`config.mk`:
```
export PLATFORM = sky130hd
export DESIGN_NAME = i2cseq_top
export DESIGN_NICKNAME = d
export VERILOG_FILES = /design/src/rtl/i2cseq_pkg.sv /design/src/rtl/i2cseq_datapath.sv /design/src/rtl/i2cseq_control.sv /design/src/rtl/i2cseq_top.sv
export SDC_FILE = /design/constraint.sdc
export NUM_CORES = 1
export LEC_CHECK = 0
export ABC_CLOCK_PERIOD_IN_PS = 6800
export BUFFER_PORTS_ARGS = -buffer_cell sky130_fd_sc_hd__buf_2
export CORE_ASPECT_RATIO = 0.7
export CORE_UTILIZATION = 42
export CTS_CLUSTER_SIZE = 8
export DETAILED_ROUTE_END_ITERATION = 10
export GPL_ROUTABILITY_DRIVEN = 0
export MAX_ROUTING_LAYER = met4
export PLACE_DENSITY = 0.73
export SLEW_MARGIN = 15
export SYNTH_ARGS = -nofsm -noshare
export SYNTH_HDL_FRONTEND = slang
export SYNTH_HIERARCHICAL = 1
export SYNTH_SLANG_ARGS = --single-unit
export TNS_END_PERCENT = 100
```
`constraint.sdc`:
```
create_clock -name clk -period 6.8 [get_ports clk]
set_input_delay 0.34 -clock clk [delete_from_list [all_inputs] [get_ports clk]]
set_output_delay 0.34 -clock clk [all_outputs]
set_load 0.005 [all_outputs]
```
`src/rtl/i2cseq_pkg.sv`:
```
package i2cseq_pkg;

  typedef enum logic [3:0] {
    CODE_IDLE    = 4'h0,
    CODE_ACTIVE  = 4'h8,
    CODE_START   = 4'h9,
    CODE_RESTART = 4'hA,
    CODE_STOP    = 4'hB,
    CODE_TXD     = 4'hC,
    CODE_RXD     = 4'hE
  } seqCode_t;

  typedef enum logic [1:0] {
    ENG_START = 2'd0,
    ENG_SEND  = 2'd1,
    ENG_RECV  = 2'd2,
    ENG_STOP  = 2'd3
  } engOp_t;

  localparam int BIT_START = 0;
  localparam int BIT_MTX   = 1;
  localparam int BIT_MRX   = 3;
  localparam int BIT_LAST  = 4;
  localparam int BIT_STOP  = 5;
  localparam int BIT_TXBUF = 6;

  typedef struct packed {
    logic       loadCmd;
    logic       clrStart;
    logic       clrTx;
    logic       clrTxBuf;
    logic       clrRx;
    logic       clrStop;
    logic       setCode;
    logic [3:0] code;
    logic       idxInc;
    logic       capRx;
  } dpStrobe_t;

endpackage

```
`src/rtl/i2cseq_datapath.sv`:
```
module i2cseq_datapath
  import i2cseq_pkg::*;
#(
  parameter int IDX_W = 8
) (
  input  logic             clk,
  input  logic             rstN,
  input  dpStrobe_t        stb,
  input  logic [15:0]      wrData,
  input  logic [7:0]       rxIn,
  output logic [15:0]      cmdBits,
  output logic [3:0]       stateCode,
  output logic [IDX_W-1:0] poolIdx,
  output logic [7:0]       rxByte
);

  always_ff @(posedge clk or negedge rstN) begin
    if (!rstN) begin
      cmdBits <= '0;
    end else if (stb.loadCmd) begin
      cmdBits <= wrData;
    end else begin
      if (stb.clrStart) cmdBits[BIT_START] <= 1'b0;
      if (stb.clrTx)    cmdBits[BIT_MTX]   <= 1'b0;
      if (stb.clrTxBuf) cmdBits[BIT_TXBUF] <= 1'b0;
      if (stb.clrRx)    cmdBits[BIT_LAST:BIT_MRX] <= 2'b00;
      if (stb.clrStop)  cmdBits[BIT_STOP]  <= 1'b0;
    end
  end

  always_ff @(posedge clk or negedge rstN) begin
    if (!rstN)            stateCode <= CODE_IDLE;
    else if (stb.setCode) stateCode <= stb.code;
  end

  always_ff @(posedge clk or negedge rstN) begin
    if (!rstN)            poolIdx <= '0;
    else if (stb.loadCmd) poolIdx <= '0;
    else if (stb.idxInc)  poolIdx <= poolIdx + 1'b1;
  end

  always_ff @(posedge clk or negedge rstN) begin
    if (!rstN)          rxByte <= '0;
    else if (stb.capRx) rxByte <= rxIn;
  end

  // a write always restarts the pool walk from the first entry
  a_r5_idx_restart: assert property (@(posedge clk) disable iff (!rstN)
    stb.loadCmd |=> (poolIdx == '0));

endmodule

```
`src/rtl/i2cseq_control.sv`:
```
module i2cseq_control
  import i2cseq_pkg::*;
#(
  parameter int IDX_W = 8
) (
  input  logic             clk,
  input  logic             rstN,
  input  logic             cmdWrEn,
  input  logic [1:0]       fnCtrl,
  input  logic [15:0]      cmdBits,
  input  logic [3:0]       stateCode,
  input  logic [IDX_W-1:0] poolIdx,
  input  logic [IDX_W-1:0] poolCount,
  input  logic             rxDonePending,
  input  logic             engDone,
  input  logic             engAck,
  output dpStrobe_t        stb,
  output logic             engReq,
  output logic [1:0]       engOp,
  output logic             seqIdle,
  output logic             evTxAck,
  output logic             evTxNak,
  output logic             evRxDone,
  output logic             evStopOk,
  output logic             evStopBad
);

  typedef enum logic [2:0] {F_IDLE, F_DISP, F_WAIT, F_GAP, F_ENDX} fsm_t;

  localparam logic [IDX_W-1:0] ONE_BYTE = IDX_W'(1);

  fsm_t   fsm, fsmNxt;
  engOp_t curOp, curOpNxt;

  logic             txBuf, multiTx, lastByte, rxWant;
  logic [IDX_W:0]   nextIdx;

  assign txBuf    = cmdBits[BIT_TXBUF];
  assign multiTx  = txBuf && (poolCount > ONE_BYTE);
  assign nextIdx  = {1'b0, poolIdx} + 1'b1;
  assign lastByte = !txBuf || (nextIdx >= {1'b0, poolCount});
  assign rxWant   = (cmdBits[BIT_MRX] || cmdBits[BIT_LAST]) && !rxDonePending;

  always_comb begin
    stb       = '0;
    fsmNxt    = fsm;
    curOpNxt  = curOp;
    evTxAck   = 1'b0;
    evTxNak   = 1'b0;
    evRxDone  = 1'b0;
    evStopOk  = 1'b0;
    evStopBad = 1'b0;
    unique case (fsm)
      F_IDLE: begin
        if (cmdWrEn && fnCtrl[0]) begin
          stb.loadCmd = 1'b1;
          fsmNxt      = F_DISP;
        end
      end
      F_DISP: begin
        if (cmdBits[BIT_START]) begin
          stb.setCode = 1'b1;
          stb.code    = stateCode[3] ? CODE_RESTART : CODE_START;
          curOpNxt    = ENG_START;
          fsmNxt      = F_WAIT;
        end else if (cmdBits[BIT_MTX]) begin
          stb.setCode = 1'b1;
          stb.code    = CODE_TXD;
          curOpNxt    = ENG_SEND;
          fsmNxt      = F_WAIT;
        end else if (rxWant) begin
          stb.setCode = 1'b1;
          stb.code    = CODE_RXD;
          curOpNxt    = ENG_RECV;
          fsmNxt      = F_WAIT;
        end else if (cmdBits[BIT_STOP]) begin
          stb.setCode = 1'b1;
          if (stateCode[3]) begin
            stb.code = CODE_STOP;
            curOpNxt = ENG_STOP;
            fsmNxt   = F_WAIT;
          end else begin
            stb.code    = CODE_IDLE;
            stb.clrStop = 1'b1;
            evStopBad   = 1'b1;
            fsmNxt      = F_IDLE;
          end
        end else begin
          fsmNxt = F_IDLE;
        end
      end
      F_WAIT: begin
        if (engDone) begin
          unique case (curOp)
            ENG_START: begin
              evTxAck      = engAck;
              evTxNak      = !engAck;
              stb.clrStart = 1'b1;
              stb.clrTx    = !multiTx;
              stb.idxInc   = txBuf;
              if (engAck) begin
                stb.setCode = 1'b1;
                stb.code    = CODE_ACTIVE;
                fsmNxt      = F_DISP;
              end else begin
                fsmNxt = F_IDLE;
              end
            end
            ENG_SEND: begin
              if (engAck && !lastByte) begin
                stb.idxInc = 1'b1;
                fsmNxt     = F_DISP;
              end else begin
                evTxAck      = engAck;
                evTxNak      = !engAck;
                stb.clrTx    = 1'b1;
                stb.clrTxBuf = 1'b1;
                if (engAck) begin
                  stb.setCode = 1'b1;
                  stb.code    = CODE_ACTIVE;
                  fsmNxt      = F_DISP;
                end else begin
                  fsmNxt = F_GAP;
                end
              end
            end
            ENG_RECV: begin
              evRxDone    = 1'b1;
              stb.capRx   = 1'b1;
              stb.clrRx   = 1'b1;
              stb.setCode = 1'b1;
              stb.code    = CODE_ACTIVE;
              fsmNxt      = F_DISP;
            end
            default: begin
              evStopOk    = 1'b1;
              stb.clrStop = 1'b1;
              stb.setCode = 1'b1;
              stb.code    = CODE_IDLE;
              fsmNxt      = F_IDLE;
            end
          endcase
        end
      end
      F_GAP: fsmNxt = F_ENDX;
      default: begin
        if (engDone) begin
          stb.setCode = 1'b1;
          stb.code    = CODE_ACTIVE;
          fsmNxt      = F_DISP;
        end
      end
    endcase
  end

  always_ff @(posedge clk or negedge rstN) begin
    if (!rstN) begin
      fsm   <= F_IDLE;
      curOp <= ENG_START;
    end else begin
      fsm   <= fsmNxt;
      curOp <= curOpNxt;
    end
  end

  assign engReq  = (fsm == F_WAIT) || (fsm == F_ENDX);
  assign engOp   = (fsm == F_ENDX) ? ENG_STOP : curOp;
  assign seqIdle = (fsm == F_IDLE);

  // a request stays up with the same operation until the engine answers
  a_r3_req_held: assert property (@(posedge clk) disable iff (!rstN)
    (engReq && !engDone) |=> (engReq && $stable(engOp)));

  // never two events in one cycle
  a_r9_one_event: assert property (@(posedge clk) disable iff (!rstN)
    $onehot0({evTxAck, evTxNak, evRxDone, evStopOk, evStopBad}));

  // an event is a single-cycle strobe
  a_r9_pulse: assert property (@(posedge clk) disable iff (!rstN)
    evRxDone |=> !evRxDone);

endmodule

```
`src/rtl/i2cseq_top.sv`:
```
module i2cseq_top
  import i2cseq_pkg::*;
#(
  parameter int IDX_W = 8
) (
  input  logic             clk,
  input  logic             rstN,
  input  logic [1:0]       fnCtrl,
  input  logic             cmdWrEn,
  input  logic [15:0]      cmdWrData,
  input  logic [7:0]       byteBuf,
  input  logic [IDX_W-1:0] poolCount,
  input  logic [7:0]       poolByte,
  output logic [IDX_W-1:0] poolIdx,
  input  logic             rxDonePending,
  input  logic             busBusy,
  output logic [31:0]      cmdRead,
  output logic [7:0]       rxByte,
  output logic             engReq,
  output logic [1:0]       engOp,
  output logic [7:0]       engByte,
  output logic             engNack,
  input  logic             engDone,
  input  logic             engAck,
  input  logic [7:0]       engRxData,
  output logic             evTxAck,
  output logic             evTxNak,
  output logic             evRxDone,
  output logic             evStopOk,
  output logic             evStopBad
);

  dpStrobe_t   stb;
  logic [15:0] cmdBits;
  logic [3:0]  stateCode;
  logic        seqIdle;

  i2cseq_control #(.IDX_W(IDX_W)) u_ctl (
    .clk(clk), .rstN(rstN), .cmdWrEn(cmdWrEn), .fnCtrl(fnCtrl),
    .cmdBits(cmdBits), .stateCode(stateCode), .poolIdx(poolIdx),
    .poolCount(poolCount), .rxDonePending(rxDonePending),
    .engDone(engDone), .engAck(engAck), .stb(stb), .engReq(engReq),
    .engOp(engOp), .seqIdle(seqIdle), .evTxAck(evTxAck),
    .evTxNak(evTxNak), .evRxDone(evRxDone), .evStopOk(evStopOk),
    .evStopBad(evStopBad)
  );

  i2cseq_datapath #(.IDX_W(IDX_W)) u_dp (
    .clk(clk), .rstN(rstN), .stb(stb), .wrData(cmdWrData),
    .rxIn(engRxData), .cmdBits(cmdBits), .stateCode(stateCode),
    .poolIdx(poolIdx), .rxByte(rxByte)
  );

  assign engByte = cmdBits[BIT_TXBUF] ? poolByte : byteBuf;
  assign engNack = cmdBits[BIT_LAST];
  assign cmdRead = {9'd0, stateCode, 2'b00, busBusy, cmdBits};

  // a refused write leaves the command bits alone
  a_r1_refused: assert property (@(posedge clk) disable iff (!rstN)
    (seqIdle && cmdWrEn && !fnCtrl[0]) |=> $stable(cmdRead[15:0]));

  // a START request is always accompanied by a start code
  a_r4_start_code: assert property (@(posedge clk) disable iff (!rstN)
    (engReq && engOp == ENG_START) |-> (cmdRead[22:19] == 4'h9 || cmdRead[22:19] == 4'hA));

  // receive completion clears its bits and returns to active
  a_r7_rx_clear: assert property (@(posedge clk) disable iff (!rstN)
    evRxDone |=> (cmdRead[4:3] == 2'b00 && cmdRead[22:19] == 4'h8));

  // either stop outcome leaves the block idle with the stop bit cleared
  a_r8_stop_idle: assert property (@(posedge clk) disable iff (!rstN)
    (evStopOk || evStopBad) |=> (cmdRead[22:19] == 4'h0 && !cmdRead[5]));

endmodule

```
==> metrics.txt <==
status complete, no violations; Hold-fix buffers, CTS 0; DR iter-0 viols 51; WL per Instance 12.93 µm; fill count 538; Worst Max-Slew Pin Slew 1014 ps; Sw Ratio 34.74%; FF-to-FF End u_dp/poolIdx[5]$_DFFE_PN0P_; FF-to-FF Start u_dp/poolIdx[2]$_DFFE_PN0P_; Final Non-Filler Cells 428; CP Launch Type register; relative slew slack 31.67%; Reg power frac 39.4%; commonest non-fill, non-tap cell in the layout buf_2; vias in the first global route 1,881; Comb pwr share 41.4%; Synth-to-Final Area Change 23.55%; worst hold slack 172.1 ps; worst r2r path cells 13; flops & latches, synth 41; final clock skew 4.659 ps; Yosys cell types 45; Worst-Skew Late Latency 290 ps; cell leakage power 0.001760 µW; CTS buffer count 5; r2r setup slk 2960 ps; EDFF count, synth 0; dpl cell area 3087 µm²; Min Clock Period, post-route 3842 ps; first-pass GRT wire length 8500 µm; DRT Wirelength 5534 µm; routed vias 2,128; syn_area_per_cell 10.25 µm²; Setup TNS 0 ps; Critical Path End u_dp/poolIdx[5]$_DFFE_PN0P_; Placed Cells 420; Hold Path Class in -> async; antenna violations before repair 0; H-tree depth 2; CTS tree done; drt first pass iters 4; Worst Path Class, Setup reg -> reg; FFs w/ async S/R, synth 100.0%; WP data required 7000 ps; P_sw 372.1 µW; Final nets 423; area of the multi-input gates 1383 µm²; PD cells 334.3 nW/µm²; Final Hold Viols 0; Slew Limit Fails 0; unrepaired setup endpoints after global routing no; Die X 95.91 µm; gr usage total 17.82%; full die area 6496 µm²; DRC violations left 0; period utilization 56.50%; endpoint kind of the worst setup timing path register; # resized after CTS 0; starting density of the core 44.38%; Final Setup Violations 0; Max rail drop VDD 0.0001884 V; clk buf depth 2; Post CTS Setup Buffer Count 0; largest net degree at the start of global routing 42; Storage cell area 1026 µm²; die height 67.74 µm; register area share after synthesis 39.58%; fmax 0.2603 GHz; TritonCTS Sinks 41; layout cells sized above 1 42.49%; Post-DP HPWL 4241 µm; Post-DRT Antenna Nets 0; CTS Root Cell clkbuf_8; Via density 4.972; Syn Inst Count 253; IO buf count 107; commonest register cell after synthesis dfrtp_1; Tot Pwr 1071 µW; most frequent cells in the layout buf_2 (107), dfrtp_1 (41), nor2_1 (22), mux2_2 (22), nand2_1 (17); # Max-Cap Violations 0; Yosys Warn Count 6; Ant. Diodes 0; grt ovf 0; final instance area 3203 µm²; I/O pin total 122; Crit path arrival time 4040 ps; Clk pwr share 19.1%; # rows 23; core area 5842 µm²; internal power 698.8 µW; CP Launch Point u_dp/poolIdx[2]$_DFFE_PN0P_; Post-Syn Area 2592 µm²; Clock transition at path regs 80 ps; crit-path max FO 9
Yosys cell counts (5+ instances only):
master   instances  area (µm²)
buf_4           16       120.1
inv_1           13       48.80
a22o_1           6       52.55
nand2_1         17       63.81
a21oi_1         12       60.06
nand3_1         10       50.05
dfrtp_1         41        1026
xnor2_1          5       43.79
mux2_2          22       247.7
ha_1            14       175.2
xor2_1           6       52.55
nor2_1          22       82.58
o21ai_0          7       35.03
mux2_4           8       120.1
area by class of cell:
type	count	area share, %
inverter	13	1.523
tap	75	2.930
clock inverter	1	0.9375
clock buffer	7	2.695
timing repair buffer	107	16.72
multi-input combinational	184	43.16
sequential	41	32.03
per-layer routing:
| metal | vias up | share of wire [%] | wire length, µm | global-route usage (%) |
|---|---|---|---|---|
| met1 | 999 | 47 | 2623 | 22.93 |
| met2 | 71 | 45 | 2514 | 28.39 |
| met4 | 0 | 0.80 | 44 | 4.478 |
| li1 | 1052 | - | - | - |
| met5 | - | 0 | 0 | - |
| met3 | 6 | 6.3 | 351 | 4.279 |
registers in the layout, summed over array words and instances (netlist names):
register,flops
u_ctl/fsm,3
u_dp/poolIdx,8
u_dp/stateCode,4
u_dp/rxByte,8
u_ctl/curOp,2
u_dp/cmdBits,16
power groups by stage:
stage	registers (µW)	clock network [µW]	logic, µW
3_5_place_dp	427	0	448
3_3_place_gp	421	0	440
2_1_floorplan	407	0	311
5_1_grt	439	222	499
4_1_cts	423	212	450
6_report	422	205	443
cells by family (layout without fill, tap and decap cells):
| family | after synthesis | after routing | synth area share, % |
|---|---|---|---|
| xor gates and xnor gates | 11 | 11 | 3.716 |
| and+or+nand+nor | 72 | 72 | 14.38 |
| other | 1 | 11 | 0.1446 |
| adders and majority gates | 14 | 14 | 6.757 |
| muxes | 32 | 32 | 14.96 |
| AOI/OAI and AO/OA | 44 | 44 | 11.92 |
| buffers and inverters | 38 | 128 | 8.542 |
| DFF | 41 | 41 | 39.58 |
how the worst min path moves through the flow:
stage / startpoint / cells after the start / slack, ps / to
4_1_cts: rstN / 1 / 200 / u_dp/cmdBits[14]$_DFFE_PN0P_
5_1_grt: rstN / 1 / 250 / u_dp/cmdBits[14]$_DFFE_PN0P_
2_1_floorplan: rstN / 0 / 40 / u_ctl/curOp[0]$_DFFE_PN0P_
3_5_place_dp: u_dp/rxByte[2]$_DFFE_PN0P_ / 1 / 490 / u_dp/rxByte[2]$_DFFE_PN0P_
6_report: rstN / 1 / 170 / u_dp/cmdBits[14]$_DFFE_PN0P_
3_3_place_gp: u_dp/rxByte[6]$_DFFE_PN0P_ / 1 / 480 / u_dp/rxByte[6]$_DFFE_PN0P_
metrics by stage:
step	util [%]	setup slack (ps)
3_3_place_gp	52.84	3130
2_1_floorplan	-	3762
4_1_cts	54.83	2977
3_5_place_dp	52.84	3011
6_report	54.83	2958
5_1_grt	54.83	2639
worst max-delay path, stage by stage (launching register included):
cell	delay, ps
dfrtp_1	560
nand3_1	180
nor2_1	190
nand3_1	120
xnor2_1	140
ha_1	300
and3_1	220
a221oi_2	210
o31a_2	230
nand3_1	80
o21ai_0	810
nand4_4	190
or3_1	380
a21oi_1	150
Note: power is estimated with default switching activity, not from simulation.
